File: src/rtl/cmq_pkg.sv
package cmq_pkg;
  localparam int unsigned DW   = 32;
  localparam int unsigned RAW  = 3;
  localparam int unsigned CIDW = 4;

  localparam logic [RAW-1:0] OFS_MODE  = 3'd0;
  localparam logic [RAW-1:0] OFS_ADDR  = 3'd1;
  localparam logic [RAW-1:0] OFS_SIZE  = 3'd2;
  localparam logic [RAW-1:0] OFS_SETC  = 3'd3;
  localparam logic [RAW-1:0] OFS_QSTAT = 3'd4;
  localparam logic [RAW-1:0] OFS_PRIM  = 3'd5;

  localparam logic [1:0] SCOPE_RANGE   = 2'd0;
  localparam logic [3:0] PRIM_PF_FLUSH = 4'd9;

  typedef struct packed {
    logic [CIDW-1:0] cpu;
    logic            notify;
    logic [1:0]      scope;
    logic [3:0]      cmd;
    logic [DW-1:0]   addr;
    logic [DW-1:0]   size;
  } cmd_entry_t;
endpackage

File: src/rtl/cmq_rst_sync.sv
module cmq_rst_sync (
  input  logic clk,
  input  logic rst_n,
  output logic rst_sn
);
  logic [1:0] sync_q;

  always_ff @(posedge clk or negedge rst_n) begin
    if (!rst_n) sync_q <= 2'b00;
    else        sync_q <= {sync_q[0], 1'b1};
  end

  assign rst_sn = sync_q[1];
endmodule

File: src/rtl/cmq_fifo.sv
module cmq_fifo
  import cmq_pkg::*;
#(
  parameter int unsigned DEPTH = 4
) (
  input  logic       clk,
  input  logic       rst_n,
  input  logic       push,
  input  cmd_entry_t din,
  input  logic       pop,
  output cmd_entry_t head,
  output logic       full,
  output logic       empty
);
  localparam int unsigned PW  = (DEPTH > 1) ? $clog2(DEPTH) : 1;
  localparam int unsigned CNW = $clog2(DEPTH + 1);

  cmd_entry_t     mem_q [DEPTH];
  logic [PW-1:0]  wp_q, wp_d, rp_q, rp_d;
  logic [CNW-1:0] cnt_q, cnt_d;

  assign full  = (cnt_q == CNW'(DEPTH));
  assign empty = (cnt_q == '0);
  assign head  = mem_q[rp_q];

  always_comb begin
    wp_d  = wp_q;
    rp_d  = rp_q;
    cnt_d = cnt_q;
    if (push) wp_d = (wp_q == PW'(DEPTH - 1)) ? '0 : wp_q + PW'(1);
    if (pop)  rp_d = (rp_q == PW'(DEPTH - 1)) ? '0 : rp_q + PW'(1);
    if (push && !pop)      cnt_d = cnt_q + CNW'(1);
    else if (pop && !push) cnt_d = cnt_q - CNW'(1);
  end

  always_ff @(posedge clk or negedge rst_n) begin
    if (!rst_n) begin
      wp_q  <= '0;
      rp_q  <= '0;
      cnt_q <= '0;
    end else begin
      wp_q  <= wp_d;
      rp_q  <= rp_d;
      cnt_q <= cnt_d;
    end
  end

  always_ff @(posedge clk) begin
    if (push) mem_q[wp_q] <= din;
  end

  // a refused registration must never reach a full queue
  assert_no_overflow_R4: assert property (@(posedge clk) disable iff (!rst_n)
    push |-> !full);
  // the executor only takes from a non-empty queue
  assert_no_underflow_R5: assert property (@(posedge clk) disable iff (!rst_n)
    pop |-> !empty);
endmodule

File: src/rtl/cmq_exec.sv
module cmq_exec
  import cmq_pkg::*;
#(
  parameter int unsigned LAT = 4
) (
  input  logic       clk,
  input  logic       rst_n,
  input  logic       fifo_empty,
  input  cmd_entry_t head,
  output logic       pop,
  output logic       start,
  output logic       busy,
  output logic       done,
  output cmd_entry_t cur
);
  localparam int unsigned CW = (LAT > 1) ? $clog2(LAT) : 1;

  logic          busy_q, busy_d, start_q;
  logic [CW-1:0] cnt_q, cnt_d;
  cmd_entry_t    cur_q, cur_d;

  assign done  = busy_q && (cnt_q == '0);
  assign pop   = !fifo_empty && (!busy_q || done);
  assign start = start_q;
  assign busy  = busy_q;
  assign cur   = cur_q;

  always_comb begin
    busy_d = busy_q;
    cnt_d  = cnt_q;
    cur_d  = cur_q;
    if (pop) begin
      busy_d = 1'b1;
      cnt_d  = CW'(LAT - 1);
      cur_d  = head;
    end else if (done) begin
      busy_d = 1'b0;
    end else if (busy_q) begin
      cnt_d  = cnt_q - CW'(1);
    end
  end

  always_ff @(posedge clk or negedge rst_n) begin
    if (!rst_n) begin
      busy_q  <= 1'b0;
      start_q <= 1'b0;
      cnt_q   <= '0;
      cur_q   <= '0;
    end else begin
      busy_q  <= busy_d;
      start_q <= pop;
      cnt_q   <= cnt_d;
      cur_q   <= cur_d;
    end
  end

  // a running command keeps the executor and its identity until it ends
  assert_exec_hold_R5: assert property (@(posedge clk) disable iff (!rst_n)
    (busy_q && !done) |=> (busy_q && $stable(cur_q)));
endmodule

File: src/rtl/cmq_regs.sv
module cmq_regs
  import cmq_pkg::*;
#(
  parameter int unsigned NCPU  = 2,
  parameter int unsigned DEPTH = 4
) (
  input  logic                clk,
  input  logic                rst_n,
  input  logic [NCPU-1:0]     bus_req,
  input  logic [NCPU-1:0]     bus_we,
  input  logic [NCPU*RAW-1:0] bus_addr,
  input  logic [NCPU*DW-1:0]  bus_wdata,
  output logic [NCPU*DW-1:0]  bus_rdata,
  output logic [NCPU-1:0]     bus_ready,
  input  logic                fifo_full,
  input  logic                drained,
  input  logic                exec_busy,
  input  logic                exec_done,
  input  cmd_entry_t          exec_cur,
  output logic                push,
  output cmd_entry_t          push_entry,
  output logic                pf_flush
);
  localparam int unsigned PCW = $clog2(DEPTH + 2);

  logic                lock_q, lock_d;
  logic [CIDW-1:0]     owner_q, owner_d;
  logic [DW-1:0]       mode_q, mode_d, addr_q, addr_d, size_q, size_d;
  logic [NCPU-1:0]     fail_q, fail_d, ef_q, ef_d, ef_set, ef_clr;
  logic [PCW-1:0]      pend_q [NCPU];
  logic [PCW-1:0]      pend_d [NCPU];
  logic                pf_q, pf_d;
  logic                grant_vld, own_rd, zero_fail;
  logic [CIDW-1:0]     grant_id;

  assign pf_flush   = pf_q;
  assign zero_fail  = (mode_q[18:17] == SCOPE_RANGE) && (size_q == '0);
  assign push_entry = '{cpu: owner_q, notify: mode_q[15], scope: mode_q[18:17],
                        cmd: mode_q[3:0], addr: addr_q, size: size_q};

  always_comb begin
    lock_d    = lock_q;
    owner_d   = owner_q;
    mode_d    = mode_q;
    addr_d    = addr_q;
    size_d    = size_q;
    fail_d    = fail_q;
    pf_d      = 1'b0;
    push      = 1'b0;
    own_rd    = 1'b0;
    grant_vld = 1'b0;
    grant_id  = '0;
    bus_rdata = '0;
    bus_ready = '1;
    ef_set    = '0;
    ef_clr    = '0;

    // claim arbitration: lowest port index wins while unclaimed
    for (int c = 0; c < NCPU; c++) begin
      if (!lock_q && !grant_vld && bus_req[c] && bus_we[c] &&
          bus_addr[c*RAW +: RAW] == OFS_MODE) begin
        grant_vld = 1'b1;
        grant_id  = CIDW'(c);
      end
    end

    for (int c = 0; c < NCPU; c++) begin
      logic [RAW-1:0] a;
      logic           is_own, acc, shared_wr, wr, rd;
      a         = bus_addr[c*RAW +: RAW];
      wr        = bus_req[c] && bus_we[c];
      rd        = bus_req[c] && !bus_we[c];
      is_own    = lock_q && (owner_q == CIDW'(c));
      acc       = is_own || (grant_vld && grant_id == CIDW'(c));
      shared_wr = wr && (a == OFS_MODE || a == OFS_ADDR || a == OFS_SIZE);

      if (shared_wr && acc) begin
        unique case (a)
          OFS_MODE: mode_d = bus_wdata[c*DW +: DW];
          OFS_ADDR: addr_d = bus_wdata[c*DW +: DW];
          default:  size_d = bus_wdata[c*DW +: DW];
        endcase
      end
      if (shared_wr && !acc) fail_d[c] = 1'b1;

      if (wr && a == OFS_QSTAT && bus_wdata[c*DW + 2]) ef_clr[c] = 1'b1;
      if (wr && a == OFS_PRIM && bus_wdata[c*DW +: 4] == PRIM_PF_FLUSH) pf_d = 1'b1;
      if (exec_done && exec_cur.notify && exec_cur.cpu == CIDW'(c)) ef_set[c] = 1'b1;

      if (rd) begin
        case (a)
          OFS_MODE: bus_rdata[c*DW +: DW] = mode_q;
          OFS_ADDR: bus_rdata[c*DW +: DW] = addr_q;
          OFS_SIZE: bus_rdata[c*DW +: DW] = size_q;
          OFS_SETC: begin
            fail_d[c] = 1'b0;
            if (is_own) begin
              own_rd = 1'b1;
              lock_d = 1'b0;
              bus_rdata[c*DW +: DW] = {30'd0, fifo_full, zero_fail | fail_q[c]};
              push = !fifo_full && !zero_fail && !fail_q[c];
            end else begin
              bus_rdata[c*DW +: DW] = {31'd0, fail_q[c]};
            end
          end
          OFS_QSTAT: bus_rdata[c*DW +: DW] =
            {29'd0, ef_q[c], exec_busy && (exec_cur.cpu == CIDW'(c)), pend_q[c] != '0};
          OFS_PRIM: bus_ready[c] = drained;
          default: bus_rdata[c*DW +: DW] = '0;
        endcase
      end
    end

    if (grant_vld) begin
      lock_d  = 1'b1;
      owner_d = grant_id;
    end

    for (int c = 0; c < NCPU; c++) begin
      logic inc, dec;
      inc       = push && (owner_q == CIDW'(c));
      dec       = exec_done && (exec_cur.cpu == CIDW'(c));
      pend_d[c] = pend_q[c] + PCW'(inc) - PCW'(dec);
    end
    ef_d = (ef_q & ~ef_clr) | ef_set;
  end

  always_ff @(posedge clk or negedge rst_n) begin
    if (!rst_n) begin
      lock_q  <= 1'b0;
      owner_q <= '0;
      mode_q  <= '0;
      addr_q  <= '0;
      size_q  <= '0;
      fail_q  <= '0;
      ef_q    <= '0;
      pf_q    <= 1'b0;
      for (int c = 0; c < NCPU; c++) pend_q[c] <= '0;
    end else begin
      lock_q  <= lock_d;
      owner_q <= owner_d;
      mode_q  <= mode_d;
      addr_q  <= addr_d;
      size_q  <= size_d;
      fail_q  <= fail_d;
      ef_q    <= ef_d;
      pf_q    <= pf_d;
      for (int c = 0; c < NCPU; c++) pend_q[c] <= pend_d[c];
    end
  end

  // the claim survives every cycle without the owner's status read
  assert_owner_hold_R2: assert property (@(posedge clk) disable iff (!rst_n)
    (lock_q && !own_rd) |=> (lock_q && $stable(owner_q)));

  generate
    for (genvar g = 0; g < NCPU; g++) begin : g_ef_chk
      // a clear without a simultaneous completion empties the end flag
      assert_ef_clear_R6: assert property (@(posedge clk) disable iff (!rst_n)
        (ef_clr[g] && !ef_set[g]) |=> !ef_q[g]);
      // a notified completion always leaves the end flag set
      assert_ef_set_R6: assert property (@(posedge clk) disable iff (!rst_n)
        ef_set[g] |=> ef_q[g]);
    end
  endgenerate
endmodule

File: src/rtl/cmq_top.sv
module cmq_top
  import cmq_pkg::*;
#(
  parameter int unsigned NCPU  = 2,
  parameter int unsigned DEPTH = 4,
  parameter int unsigned LAT   = 4
) (
  input  logic                clk,
  input  logic                rst_n,
  input  logic [NCPU-1:0]     bus_req,
  input  logic [NCPU-1:0]     bus_we,
  input  logic [NCPU*RAW-1:0] bus_addr,
  input  logic [NCPU*DW-1:0]  bus_wdata,
  output logic [NCPU*DW-1:0]  bus_rdata,
  output logic [NCPU-1:0]     bus_ready,
  output logic                exec_start,
  output logic                exec_busy,
  output logic [CIDW-1:0]     exec_cpu,
  output logic [3:0]          exec_cmd,
  output logic [1:0]          exec_scope,
  output logic                exec_notify,
  output logic [DW-1:0]       exec_addr,
  output logic [DW-1:0]       exec_size,
  output logic                pf_flush
);
  logic       rst_sn, push, pop, full, empty, done, busy;
  cmd_entry_t push_entry, head, cur;

  cmq_rst_sync u_rst (.clk(clk), .rst_n(rst_n), .rst_sn(rst_sn));

  cmq_regs #(.NCPU(NCPU), .DEPTH(DEPTH)) u_regs (
    .clk(clk), .rst_n(rst_sn),
    .bus_req(bus_req), .bus_we(bus_we), .bus_addr(bus_addr), .bus_wdata(bus_wdata),
    .bus_rdata(bus_rdata), .bus_ready(bus_ready),
    .fifo_full(full), .drained(empty && !busy), .exec_busy(busy),
    .exec_done(done), .exec_cur(cur),
    .push(push), .push_entry(push_entry), .pf_flush(pf_flush)
  );

  cmq_fifo #(.DEPTH(DEPTH)) u_fifo (
    .clk(clk), .rst_n(rst_sn), .push(push), .din(push_entry), .pop(pop),
    .head(head), .full(full), .empty(empty)
  );

  cmq_exec #(.LAT(LAT)) u_exec (
    .clk(clk), .rst_n(rst_sn), .fifo_empty(empty), .head(head),
    .pop(pop), .start(exec_start), .busy(busy), .done(done), .cur(cur)
  );

  assign exec_busy   = busy;
  assign exec_cpu    = cur.cpu;
  assign exec_cmd    = cur.cmd;
  assign exec_scope  = cur.scope;
  assign exec_notify = cur.notify;
  assign exec_addr   = cur.addr;
  assign exec_size   = cur.size;
endmodule

File: config.mk
export PLATFORM = sky130hd
export DESIGN_NAME = cmq_top
export DESIGN_NICKNAME = d
export VERILOG_FILES = /design/src/rtl/cmq_pkg.sv /design/src/rtl/cmq_rst_sync.sv /design/src/rtl/cmq_fifo.sv /design/src/rtl/cmq_exec.sv /design/src/rtl/cmq_regs.sv /design/src/rtl/cmq_top.sv
export SDC_FILE = /design/constraint.sdc
export NUM_CORES = 1
export LEC_CHECK = 0
export BUFFER_PORTS_ARGS = -buffer_cell sky130_fd_sc_hd__buf_4
export CAP_MARGIN = 20
export CORE_AREA = 8 8 266 242
export CTS_BUF_LIST = sky130_fd_sc_hd__clkbuf_4 sky130_fd_sc_hd__clkbuf_8 sky130_fd_sc_hd__clkbuf_16
export CTS_CLUSTER_SIZE = 10
export DETAILED_ROUTE_END_ITERATION = 7
export DIE_AREA = 0 0 274 250
export PLACE_DENSITY = 0.62
export SLEW_MARGIN = 15
export SYNTH_ARGS = -nofsm -noshare
export SYNTH_HDL_FRONTEND = slang
export SYNTH_SLANG_ARGS = --single-unit
File: constraint.sdc
create_clock -name clk -period 14.1 [get_ports clk]
set_clock_uncertainty 0.15 [all_clocks]
set_input_delay 1.41 -clock clk [delete_from_list [all_inputs] [get_ports clk]]
set_output_delay 1.41 -clock clk [all_outputs]
set_load 0.005 [all_outputs]
# ---- After elaboration in Yosys (flattened, before gate mapping)
# Memory sizes are Yosys's and may differ from the RTL's. A register that Yosys moved wholly into a read port is not among the register bits.
# Cells that the tools add are included.
dict set report op_classes {
  add_sub_neg 9
  eq_ne 19
  n_mux 61
  bitwise 5
  n_reduce_logical 86
}
# op n
set ops {}
lappend ops {{$mux 32} 14}
lappend ops {{$pmux 32 s5} 2}
lappend ops {{$logic_and 1x1->1} 47}
lappend ops {{$mux 1} 36}
lappend ops {{$logic_not 32->1} 1}
lappend ops {{$eq 3x3->1 const B} 5}
lappend ops {{$logic_not 1->1} 15}
lappend ops {{$mux 2} 7}
lappend ops {{$eq 3x2->1 const B} 4}
lappend ops {{$logic_not 4->1} 3}
lappend ops {{$logic_not 3->1} 3}
lappend ops {{$eq 4x1->1 const B} 2}
lappend ops {{$eq 4x4->1 const B} 2}
lappend ops {{$logic_or 1x1->1} 7}
lappend ops {{$add 3x1->3} 2}
lappend ops {{$eq 3x1->1 const B} 2}
lappend ops {{$mux 3} 2}
lappend ops {{$reduce_bool 2->1} 3}
lappend ops {{$reduce_bool 3->1} 2}
lappend ops {{$sub 3x1->3} 2}
lappend ops {{$add 2x1->2 const B} 2}
lappend ops {{$eq 2x2->1 const B} 2}
lappend ops {{$logic_not 2->1} 2}
lappend ops {{$reduce_or 2->1} 2}
lappend ops {{10 further kinds} 11}
dict set report totals {
  regBits 125
  mem_bits_rw 300
  input_bits 76
  word_cells 198
  n_memories 1
}
# name words word_bits read_ports rd_ports_with_merged_regs wr line
set memory_table {}
lappend memory_table {u_fifo.mem_q 4 75 1 1 1 cmq_fifo.sv:18} ;# cmd_entry_t mem_q [DEPTH];

# ---- Logic depth before layout (Yosys ltp)
# Gate-level depths: netlist (run 1).
dict set report depth {
  depth_word 19
  mapped_depth 12
  depth_no_buf 10
}

# ---- Hierarchy
# A second synthesis (run 1) with hierarchy kept.
dict set report unflattened {
  cells_unflattened 1415
  hier_area_um2 21699.6
}
# mod instances cells_each area_each_um2
set by_module_without_submodules {}
lappend by_module_without_submodules {cmq_fifo 1 429 11262.1}
lappend by_module_without_submodules {cmq_regs 1 809 7254.5}
lappend by_module_without_submodules {cmq_exec 1 173 3115.5}
lappend by_module_without_submodules {cmq_rst_sync 1 3 53.8}
lappend by_module_without_submodules {cmq_top 1 1 13.8}

# ---- Worst setup path before layout (run 1)
# No wires, ideal clock.
dict set report synth_timing {
  path_type {input port to flip-flop}
  start {in bus_we[0]}
  end {mem u_fifo.mem_q[0][0] (netlist bit) (enable)}
  setup_ns 0.438
  t_arrival_ns 4.563
  slack_ns 8.949
  cell_stages 5
  path_cell_list {or3b_1 -> or2_1 -> or3_4 -> a221oi_4 -> and2_1}
}
dict set report synth_via {
  elab_chain_cells 8
}
# item line
set synth_lines {}
lappend synth_lines {{start: declaration} cmq_top.sv:11} ;# input logic [NCPU-1:0] bus_we,
lappend synth_lines {{$logic_not 1->1 (*)} cmq_regs.sv:72} ;# rd = bus_req[c] && !bus_we[c];
lappend synth_lines {{$logic_and 1x1->1 (*)} cmq_regs.sv:72}
lappend synth_lines {{$mux 1 (*)} cmq_regs.sv:90} ;# if (rd) begin
lappend synth_lines {{$mux 1} cmq_regs.sv:97} ;# if (is_own) begin
lappend synth_lines {{$mux 1} cmq_regs.sv:91} ;# case (a)
lappend synth_lines {{$mux 1 (*)} cmq_regs.sv:90}
lappend synth_lines {{named net push} cmq_top.sv:26} ;# logic rst_sn, push, pop, full, empty, done, busy;
lappend synth_lines {{$mux 1 (*)} cmq_fifo.sv:49} ;# if (push) mem_q[wp_q] <= din;
lappend synth_lines {{$mux 1 (implied by the code) (*)} cmq_fifo.sv:49}
lappend synth_lines {{end: declaration} cmq_fifo.sv:18}
# The timed path passes the listed nets; every way through them passes the cells marked *.

# ---- Final worst setup path (run 1)
dict set report layout_timing {
  start {in bus_addr[4]}
  end {out bus_rdata[33]}
}
dict set report layout_via {
  elab_chain_cells 3
  word_cells_on_any_way 7
  cone_classes {eq/ne: 4; mux: 2; reduce/logical: 1}
}
# item line
set layout_lines {}
lappend layout_lines {{start: declaration} cmq_top.sv:12} ;# input logic [NCPU*RAW-1:0] bus_addr,
lappend layout_lines {{$eq 3x3->1 (tied with other cells)} cmq_regs.sv:91}
lappend layout_lines {{$pmux 32 s5 (*)} cmq_regs.sv:91}
lappend layout_lines {{$mux 32 (*)} cmq_regs.sv:90}
lappend layout_lines {{end: declaration} cmq_top.sv:14} ;# output logic [NCPU*DW-1:0] bus_rdata,
# Every way passes the cells marked *; elsewhere a longest branch is shown, timed or not.

==> impl_metrics.tcl, run 1 <==
set metrics [dict create \
    grt_first_pass_wirelength_um 88000 \
    r2r-start "u_regs.size_q[10]" \
    track_usage 0.168 \
    die_w_um 274 \
    grt_max_degree 77 \
    cts.repair.resized 0 \
    drt_iter0_markers 1033 \
    dieArea_um2 68500 \
    layout-area-overhead-vs-synth_pct 20.7 \
    cts-root-buf "clkbuf_16" \
    worst_path_largest_cell_delay_ns 0.97 \
    whs_ns 0.201 \
    antenna_cells 0 \
    critPathCaptureType "output pin" \
    async_flop_share 0.402 \
    clock_sinks 482 \
    ys_ff_latch 482 \
    cp_data_arrival_time_ns 3.53 \
    worstPathRequired_ns 12.54 \
    grt_pass1_vias 13400 \
    cts_tree "done" \
    cts.path.max_buffers 3 \
    hold_buffers 0 \
    drc 0 \
    synth-edff-count 288 \
    reg2reg_depth 9 \
    cts_setup_buffers 0 \
    swShare 0.317 \
    worstSetupPathType "primary input to output pin" \
    slew_violations 0 \
    p_clk_frac 0.286 \
    yosysUniqueCellTypes 53 \
    synth-seq-area-share 0.652 \
    hold_end "u_rst.sync_q[1]" \
    vias 13400 \
    antenna_found_initial 1 \
    syn_inst 1572 \
    power.density_nw_per_um2 197 \
    seqPwrFrac 0.478 \
    switchingPower_mw 1.56 \
    p_leak_nw 10.6 \
    synthFlopType "edfxtp_1" \
    slowest_stage "nor2b_4" \
    drt-pass1-iter-count 5 \
    min_period_over_period 0.361 \
    status "finished clean" \
    utilization 0.420 \
    rsz0062_at_grt "false" \
    drive_gt1_frac 0.237 \
    maxCapViolCount 0 \
    die_h_um 250 \
    finalSetupTns_ns 0 \
    intPower_mw 3.36 \
    reg2reg_slack_ns 10.48 \
    core_area_um2 59600 \
    cts_buffers 55 \
    rows 85 \
    p_comb_frac 0.236 \
    hold_viol 0 \
    ios 220 \
    syn_area_per_cell_um2 13.2 \
    ir_drop_v 0.000110 \
    worstSkewPairLatency_ns 0.59 \
    postRouteAntennaNets 0 \
    yosys_warnings 0 \
    wire_per_inst_um 22.6 \
    crit_path_cell_trace "buf_4 > nor2b_4 > nand2_1 > o21ai_0 > o21bai_1 > a21oi_1 > buf_4" \
    period_minus_slack_ns 5.09 \
    fmaxAchievable_mhz 196 \
    synth_area_um2 20700 \
    initial_core_util 0.348 \
    critPathLaunchType "primary input" \
    worst_slew_pin_slew_ns 1.13 \
    rr_endpoint "u_regs.pend_q[5]" \
    multiInputGateArea_um2 6830 \
    clk_pin_slew_ns 0.05 \
    seqCellArea_um2 13500 \
    relSlewSlack 0.245 \
    finalWeightedCongestion 0.816 \
    hp-start "u_rst.sync_q[0]" \
    path_max_fanout 40 \
    htreeDepth 2 \
    hold_class "flop to flop" \
    viasPerCell 5.16 \
    routed_wl_um 58600 \
    setup_viol 0 \
    num-fill-cells 5485 \
    crit_top_cell "buf_4" \
    portBuffers 216 \
    hold_depth 0 \
    grt.overflow.total 0 \
    dp.final_hpwl_um 37200 \
    num-nets-final 1853 \
]
final cells by class:
type | instances | share of cell area
repair buffers | 230 | 0.0717
clock buffers | 99 | 0.0697
inverters | 17 | 0.00260
well taps | 783 | 0.0392
flip-flops and latches | 482 | 0.541
clock inverters | 3 | 0.00260
multi-input cells | 977 | 0.273
power groups by stage:
stage	Sequential [mW]	Clock, mW	Combinational (mW)
floorplan	2.16	0	0.798
global placement	2.35	0	1.16
detailed placement	2.37	0	1.18
CTS	2.35	1.44	1.19
global route	2.40	1.50	1.31
finish	2.35	1.41	1.16
per-layer routing:
| layer | vias to the layer above | share of wire | global-route usage |
|---|---|---|---|
| li1 | 6018 | - | - |
| met1 | 6767 | 0.45 | 0.239 |
| met2 | 498 | 0.46 | 0.262 |
| met3 | 83 | 0.070 | 0.0351 |
| met4 | 2 | 0.017 | 0.0384 |
| met5 | - | 0.00022 | 0 |
worst max-delay path, delay by kind of cell:
family	cells	cell delay [ns]
compound gates	3	0.42
buf+inv	2	0.62
simple gates	2	1.06
flip-flops by register name (all words and copies together) (netlist names), 2 cells and up:
signal,flops
u_regs.size_q,32
u_rst.sync_q,2
u_regs.fail_q,2
u_regs.mode_q,32
u_regs.ef_q,2
u_exec.cur,72
u_fifo.mem_q,288
u_fifo.cnt_q,3
u_fifo.wp_q,2
u_regs.addr_q,32
u_fifo.rp_q,2
u_exec.cnt_q,2
u_regs.pend_q,6
through the flow:
stage | area (um2) | worst slack [ns] | instances | power (mW)
after floorplan | 20700 | 8.14 | 1574 | 2.95
after global placement | 23100 | 8.81 | 2485 | 3.51
after detailed placement | 23100 | 8.76 | 2487 | 3.55
after CTS | 25000 | 8.98 | 2589 | 4.97
after global routing | 25000 | 8.87 | 2591 | 5.20
final | 25000 | 9.01 | 2591 | 4.92
synthesized netlist by cell type, types with 10 or more instances:
cell type / n / share of area
a21oi_1: 163 / 0.039
buf_1: 16 / 0.0029
clkbuf_1: 73 / 0.013
dfrtp_1: 194 / 0.23
edfxtp_1: 288 / 0.42
ha_1: 11 / 0.0066
inv_1: 16 / 0.0029
mux2i_1: 159 / 0.077
mux4_2: 74 / 0.081
nand2_1: 230 / 0.042
nor2_1: 234 / 0.042
nor4_1: 10 / 0.0030
worst max path at each step:
stage | start | endpoint | slack, ns | depth (start not counted)
CTS | bus_addr[1] | bus_rdata[1] | 8.98 | 6
global placement | bus_addr[2] | u_fifo.mem_q[1][13] | 8.81 | 7
finish | bus_addr[4] | bus_rdata[33] | 9.01 | 7
floorplan | u_rst.sync_q[1] | u_exec.busy | 8.14 | 0
global route | bus_addr[1] | bus_rdata[1] | 8.87 | 6
detailed placement | bus_addr[2] | u_fifo.mem_q[1][13] | 8.76 | 7
cell usage in the layout (no fill, tap or decap), drive strengths merged, types with 3 or more instances in the layout:
cell    synthesis  layout
nand2         230     230
clkbuf         73      99
conb            2       4
nand4           5       5
inv            17      16
o21ai           8       8
or2             4       4
mux4           74      74
buf            25     230
and2            7       7
nor4           10      10
edfxtp        288     288
a21oi         163     163
xnor2           4       4
xor2            3       3
nor2          234     234
mux2i         159     159
nand3           7       7
nor2b           7       7
fa              3       3
nand2b          4       4
dfrtp         194     194
nor3            8       8
ha             11      11
and3            3       3
mux2            3       3
cells by family after synthesis:
kind of cell,after synthesis,synth area share
XOR/XNOR,7,0.00296
other,2,0.000363
flip-flops,482,0.652
buffers and inverters,115,0.0218
adder cells (fa/ha/maj),14,0.00955
AND/OR/NAND/NOR,530,0.105
AO/OA/AOI/OAI,186,0.0491
multiplexers,236,0.159
Note: power is estimated with default switching activity, not from simulation.
==> run 2, diff against run 1 <==
--- a/config.mk
+++ b/config.mk
@@ -5,14 +5,15 @@
 export SDC_FILE = /design/constraint.sdc
 export NUM_CORES = 1
 export LEC_CHECK = 0
+export ABC_AREA = 1
 export BUFFER_PORTS_ARGS = -buffer_cell sky130_fd_sc_hd__buf_4
 export CAP_MARGIN = 20
-export CORE_AREA = 8 8 266 242
+export CORE_AREA = 8 8 270 246
 export CTS_BUF_LIST = sky130_fd_sc_hd__clkbuf_4 sky130_fd_sc_hd__clkbuf_8 sky130_fd_sc_hd__clkbuf_16
 export CTS_CLUSTER_SIZE = 10
 export DETAILED_ROUTE_END_ITERATION = 7
-export DIE_AREA = 0 0 274 250
-export PLACE_DENSITY = 0.62
+export DIE_AREA = 0 0 278 254
+export PLACE_DENSITY = 0.63
 export SLEW_MARGIN = 15
 export SYNTH_ARGS = -nofsm -noshare
 export SYNTH_HDL_FRONTEND = slang
==> constraint.sdc (replaced) <==
create_clock -name clk -period 4.3 [get_ports clk]
set_clock_uncertainty 0.15 [all_clocks]
set_input_delay 0.43 -clock clk [delete_from_list [all_inputs] [get_ports clk]]
set_output_delay 0.43 -clock clk [all_outputs]
set_load 0.005 [all_outputs]
==> run 2 against run 1 <==
Against the previous run:
- critical path depth increased by 5
- die area increased by 3.1%
- sequential power increased to 3.0 times the previous value
- core utilization about the same
- power increased to 3.4 times the previous value
- final area increased by 3.7%
- sequential share of layout area decreased by 1.9 points
- setup slack got worse by 8.1 ns
- synthesized cell count increased by 40%
- hold slack got worse by 0.17 ns
- first-iteration DRC count increased by 58%
- via count increased by 28%
- largest power group unchanged
==> impl_metrics.tcl, run 2 <==
set metrics [dict create \
    status "finished clean" \
    reg2reg_slack_ns 0.90 \
    syn_area_per_cell_um2 9.71 \
    synthFlopType "edfxtp_1" \
    portBuffers 216 \
    synthAdderAreaFrac 0.00927 \
    finalSetupTns_ns 0 \
    vias 17100 \
    synth-seq-area-share 0.633 \
    synth_area_um2 21300 \
    place_inst 3125 \
    core_area_um2 61800 \
    clock_sinks 482 \
    finalWeightedCongestion 0.837 \
    layout_commonest_cell "nor2_1" \
    fmaxAchievable_mhz 294 \
    min_period_over_period 0.791 \
    largest_register_ffs 288 \
    crit_start "u_regs.size_q[20]" \
    grt_first_pass_wirelength_um 105000 \
    rsz0062_at_grt "false" \
    worstSetupPathType "flop to flop" \
    period_minus_slack_ns 3.40 \
    cts_tree "done" \
    rows 87 \
    rr_endpoint "u_regs.pend_q[5]" \
    yosysUniqueCellTypes 43 \
    whs_ns 0.0281 \
    synth_xor_area_frac 0.00246 \
    design_area_um2 25900 \
    grt_max_degree 151 \
    pre_cts_slack_ns 0.915 \
    netlist.area_leader.share 0.406 \
    total_power_mw 16.6 \
    cts-root-buf "clkbuf_16" \
    worst_slack_ns 0.898 \
    reg2reg_depth 12 \
    synth_top_family_by_area "simple AND/OR/NAND/NOR gates" \
    worstPathRequired_ns 4.66 \
    dieArea_um2 70600 \
    critPathCapture "u_regs.pend_q[5]" \
    slew_violations 0 \
    routed_wl_um 70500 \
    worst_slew_pin_slew_ns 1.11 \
    initial_core_util 0.345 \
    p_leak_nw 11.3 \
    yosys.area.top_type "edfxtp_1" \
    yosys_warnings 0 \
    path_max_fanout 9 \
    grt_pass1_vias 16900 \
    synth-edff-count 288 \
    synth_compound_area_frac 0.113 \
    ys_ff_latch 482 \
    wire_per_inst_um 21.6 \
    critPathLaunchType "flop" \
    cts_buffers 55 \
    drt-pass1-iter-count 5 \
    htreeDepth 2 \
    ir_drop_v 0.000591 \
    track_usage 0.194 \
    synth_most_common_cell "nor2_1" \
    relSlewSlack 0.258 \
    postPlaceCellArea_um2 23800 \
    cts.repair.resized 0 \
    grt.overflow.total 0 \
    ios 220 \
    synth-simple-area-share 0.168 \
    regMostFlops "u_fifo.mem_q" \
    hold_viol 0 \
    synthTopCellsByCount "nor2_1, nand2_1, edfxtp_1" \
    clk_pin_slew_ns 0.06 \
    power.density_nw_per_um2 639 \
    num-nets-final 2504 \
    synth_area_leaders "edfxtp_1, dfrtp_1, nor2_1" \
    utilization 0.419 \
    stdcell_count 3261 \
    die_h_um 254 \
    num-fill-cells 5884 \
    drive_gt1_frac 0.159 \
    worstSkewPairLatency_ns 0.61 \
    drt_iter0_markers 1634 \
    syn_inst 2195 \
    yosys-mux-area-fraction 0 \
    final_cell_mix "nor2_1, nand2_1, edfxtp_1, inv_1, buf_4" \
    dp.final_hpwl_um 44600 \
    async_flop_share 0.402 \
    hold_class "primary input to flop" \
    r2r-start "u_regs.size_q[20]" \
    layout-area-overhead-vs-synth_pct 21.5 \
    viasPerCell 5.23 \
    cp_data_arrival_time_ns 3.76 \
    antenna_found_initial 2 \
    setup_viol 0 \
    maxCapViolCount 0 \
    drc 0 \
    postRouteAntennaNets 0 \
    antenna_cells 0 \
    cts.path.max_buffers 3 \
    die_w_um 278 \
    critPathCaptureType "flop" \
]
## run 2: final cells by class
| cell class | count | area, um2 | share of cell area |
|---|---|---|---|
| clock inverters | 5 | 65.1 | 0.00251 |
| flip-flops and latches | 482 | 13500 | 0.521 |
| multi-input cells | 1322 | 6320 | 0.244 |
| repair buffers | 283 | 2270 | 0.0876 |
| clock buffers | 98 | 1730 | 0.0669 |
| well taps | 801 | 1000 | 0.0387 |
| inverters | 270 | 1020 | 0.0392 |
## run 2: cells by family after synthesis
family	Yosys count
AND/OR/NAND/NOR	875
adder cells (fa/ha/maj)	14
buffers and inverters	393
flip-flops	482
other	2
AO/OA/AOI/OAI	423
XOR/XNOR	6
## run 2: repair_timing
item,4_1_cts,5_1_grt
endpoints found under the hold margin,71,0
hold buffers,33,0
setup buffers,0,0
## run 2: how the worst min path moves through the flow
stage / cells past startpoint / start / to
floorplan: 0 / rst_n / u_rst.sync_q[0]
global placement: 1 / rst_n / u_rst.sync_q[0]
detailed placement: 1 / rst_n / u_rst.sync_q[0]
CTS: 3 / bus_wdata[35] / u_regs.size_q[3]
global route: 3 / bus_wdata[32] / u_regs.size_q[0]
finish: 3 / bus_wdata[35] / u_regs.size_q[3]
## run 2: critical path, stage by stage (launching register included)
cell	delay, ns
dfrtp_1	0.47
nor2_1	0.23
nand3_1	0.15
nor2_1	0.34
nand3_1	0.23
nand3_1	0.12
nand2_1	0.09
nand2_1	0.42
nor2_1	0.11
ha_1	0.24
fa_1	0.42
xnor2_1	0.19
xor2_1	0.16
## run 2: power breakdown
part | switching, mW | internal, mW | total (mW)
registers | 0.948 | 6.12 | 7.07
clock network | 1.84 | 2.79 | 4.62
logic | 3.06 | 1.81 | 4.88
## run 2: layer usage
| metal | global-route usage | routed length [um] |
|---|---|---|
| met1 | 0.252 | 29200 |
| met2 | 0.314 | 32600 |
| met3 | 0.0463 | 6350 |
| met4 | 0.0725 | 2460 |
| met5 | 0 | 0 |
